File: src/rtl/fts_ram.sv
module fts_ram #(
  parameter int WORDS  = 16,
  parameter int LANES  = 4,
  parameter int LANE_W = 8,
  localparam int DW = LANES * LANE_W,
  localparam int AW = $clog2(WORDS)
) (
  input  logic             clk,
  input  logic             rst_n,
  input  logic [AW-1:0]    addr,
  input  logic [DW-1:0]    wdata,
  input  logic             ce_n,
  input  logic             ce,
  input  logic             gw_n,
  input  logic             bwe_n,
  input  logic [LANES-1:0] bw_n,
  input  logic             oe_n,
  input  logic             sleep,
  output logic [DW-1:0]    rdata,
  output logic             dq_oe
);

  logic [DW-1:0]    mem [WORDS];
  logic [AW-1:0]    addr_q;
  logic             rd_q;
  logic             sel;
  logic [LANES-1:0] lane_we;

  assign sel = !ce_n && ce && !sleep;

  always_comb begin
    lane_we = '0;
    if (sel) begin
      if (!gw_n)       lane_we = {LANES{1'b1}};
      else if (!bwe_n) lane_we = ~bw_n;
    end
  end

  always_ff @(posedge clk or negedge rst_n) begin
    if (!rst_n) begin
      addr_q <= '0;
      rd_q   <= 1'b0;
    end else begin
      addr_q <= addr;
      rd_q   <= sel && (lane_we == '0);
    end
  end

  always_ff @(posedge clk) begin
    for (int l = 0; l < LANES; l++)
      if (lane_we[l])
        mem[addr][l*LANE_W +: LANE_W] <= wdata[l*LANE_W +: LANE_W];
  end

  assign dq_oe = rd_q && !oe_n && !sleep;
  assign rdata = dq_oe ? mem[addr_q] : '0;

endmodule


File: config.mk
export PLATFORM = sky130hd
export DESIGN_NAME = fts_ram
export DESIGN_NICKNAME = d
export VERILOG_FILES = /design/src/rtl/fts_ram.sv
export SDC_FILE = /design/constraint.sdc
export NUM_CORES = 1
export LEC_CHECK = 0
export BUFFER_PORTS_ARGS = -buffer_cell sky130_fd_sc_hd__buf_2
export CORE_AREA = 2 2 215 217
export DETAILED_ROUTE_END_ITERATION = 8
export DIE_AREA = 0 0 217 219
export GPL_TIMING_DRIVEN = 0
export PLACE_DENSITY = 0.67
export SLEW_MARGIN = 0
export SYNTH_ARGS = -nofsm -noshare
export SYNTH_HDL_FRONTEND = slang
export SYNTH_SLANG_ARGS = --single-unit
File: constraint.sdc
create_clock -name clk -period 1.9 [get_ports clk]
set_input_delay 0.095 -clock clk [delete_from_list [all_inputs] [get_ports clk]]
set_output_delay 0.095 -clock clk [all_outputs]
set_load 0.05 [all_outputs]
==> metrics.cfg <==
[sta]
fin_setup_tns_ps=-19040
period_needed_ps=2550
max_freq_ghz=0.392
worst_slack_ps=-652
tightest_slew_ps=1120
setup_viol=32
slew_violations=0
holdWs_ps=303
post-route-period-util_pct=134
hold_violations=0
relSlewSlack_pct=25.3
rsz0062_at_grt=yes

[placed_design]
port_buffers=80
globalplace.congestion=0.822
postPlaceCellArea_um2=21300
dpl.hpwl_mm=30.5

[yosys]
ys_ff_latch=517
synth.most_common_cell=edfxtp_1
yosys-top-cells-area=edfxtp_1 (76%), mux4_2 (14%), nand3b_1 (2.4%)
synth_area_leader_cell=edfxtp_1
synth_top_area_share_pct=76.4
synth-edff-count=512
synthCells=966
syn_nets=1014
synth.distinct_cells=19
yosysWarnings=0
syn_area_um2=20100
synth_common_cells=edfxtp_1 (512), mux4_2 (128), nand3_1 (70)
synth_ff_type=edfxtp_1
synthArstFlopShare_pct=0.967
yosysSeqAreaShare_pct=77.0
syn_area_per_cell_um2=20.8

[setup_path]
critPathMaxFanout=10
crit_type=reg -> out
crit_arrival_ps=2460
endpoint_kind=output pin
startpoint_type=flop
crit_required_ps=1800

[clocking]
clk_pin_slew_ps=60
tritoncts=done
cts.sinks=517
cts.path.max_buffers=3
ctsRootBufferMaster=clkbuf_16
h-tree-depth=2
cts_buffers=51

[hold_path]
hold_path_class=in -> reg

[drt]
first_iter_violations=1158
wirelength_mm=48.3
dr.pass1.iters=6
drc=0
vias=10500
wl_per_cell_um=27.1
detail-route-antenna-nets=0
via_per_inst=5.85

[cells_and_area]
synthToLayoutAreaGrowth_pct=19.3
nets=1191
design_area_um2=24000
drive_gt1_share_pct=33.1

[die]
coreArea_um2=45100
die_w_um=217
io_pins=81
die_h_um=219
dieArea_um2=47500
core.rowCount=78
start_util_pct=44.6

[global_routing]
grt_pass1_vias=10700
grt_util_all_layers_pct=20.8
grt_pass1_wl_mm=70.2
grt_max_degree=17
overflow=0
antenna_found_initial=2

[power]
power.leakage_nw=7.55
p_per_area_nw_per_um2=994
irDropWorstVdd_v=0.000769

[status]
violations=setup timing
status=finished with violations

[flow_run]
maxCapViolCount=0

[layout by cell type, fill, tap and decap left out, types with 13 or more instances in the layout]
master / n
edfxtp_1: 512
nor2_2: 24
buf_4: 20
nand4_1: 33
buf_2: 74
nand2_1: 14
mux4_2: 128
nand3_1: 67
nor2_4: 23
nor2_1: 20
buf_6: 13
clkbuf_16: 53
nand3b_1: 64
dlygate4sd3_1: 41
clkbuf_1: 16
[metrics by stage]
step / setup slack [ps] / util [%] / total power [mW] / std cells
after floorplan: 21.8 / - / 13.4 / 966
after global placement: -716 / 47.2 / 13.7 / 1646
after detailed placement: -797 / 47.2 / 13.8 / 1646
after CTS: -691 / 52.8 / 24.0 / 1785
after global routing: -709 / 53.3 / 24.4 / 1785
final: -652 / 53.3 / 23.9 / 1786
[flip-flops by register name, indices dropped and copies added (netlist names)]
register / cells
addr_q: 4
mem: 512
rd_q: 1
[power breakdown]
group	internal, mW	total (mW)	switching (mW)
sequential	12.6	12.6	0.0149
clock	6.02	10.2	4.17
combinational	0.465	1.08	0.612
[layout make-up]
class / instances / area, um^2
Tap cell: 600 / 751
Multi-Input combinational cell: 389 / 4560
Clock buffer: 64 / 1400
Clock inverter: 31 / 309
Buffer: 60 / 544
Timing Repair Buffer: 124 / 960
Fill cell: 3514 / 21100
Sequential cell: 517 / 15500
Antenna cell: 1 / 2.50
[layer usage]
layer	routed length, um	GRT usage (%)	vias to the layer above
met5	14	0	-
li1	-	-	4388
met2	23600	33.1	464
met1	19600	28.7	5509
met4	1360	7.58	2
met3	3780	4.10	87
[repair_timing]
action	4_1_cts	5_1_grt
gates resized for setup	130	53
hold endpoints to repair	522	0
pin swaps	5	4
hold buffers	41	0
cloned	1	0
endpoints found under the setup margin	232	292
buffers inserted	2	0
[final timing paths]
check | start | endpoint | cells after the start
worst max-delay path | addr_q[0] | rdata[8] | 6
worst min-delay path | addr[2] | addr_q[2] | 2
max in group asynchronous | rst_n | addr_q[0] | 3
min in group asynchronous | rst_n | rd_q | 3
[kinds of logic after synthesis]
kind of cell | share of synthesized area, %
buf+inv | 1.58
flops | 77.0
mux | 14.3
compound gates | 0.143
simple gates | 6.96
[critical path, stage by stage (launching register included)]
cell	delay, ps
dfrtp_2	410
buf_12	190
buf_16	180
mux4_2	540
nand3b_1	100
nand4_1	220
buf_6	230
No activity file was read; power rests on OpenSTA's default activity.
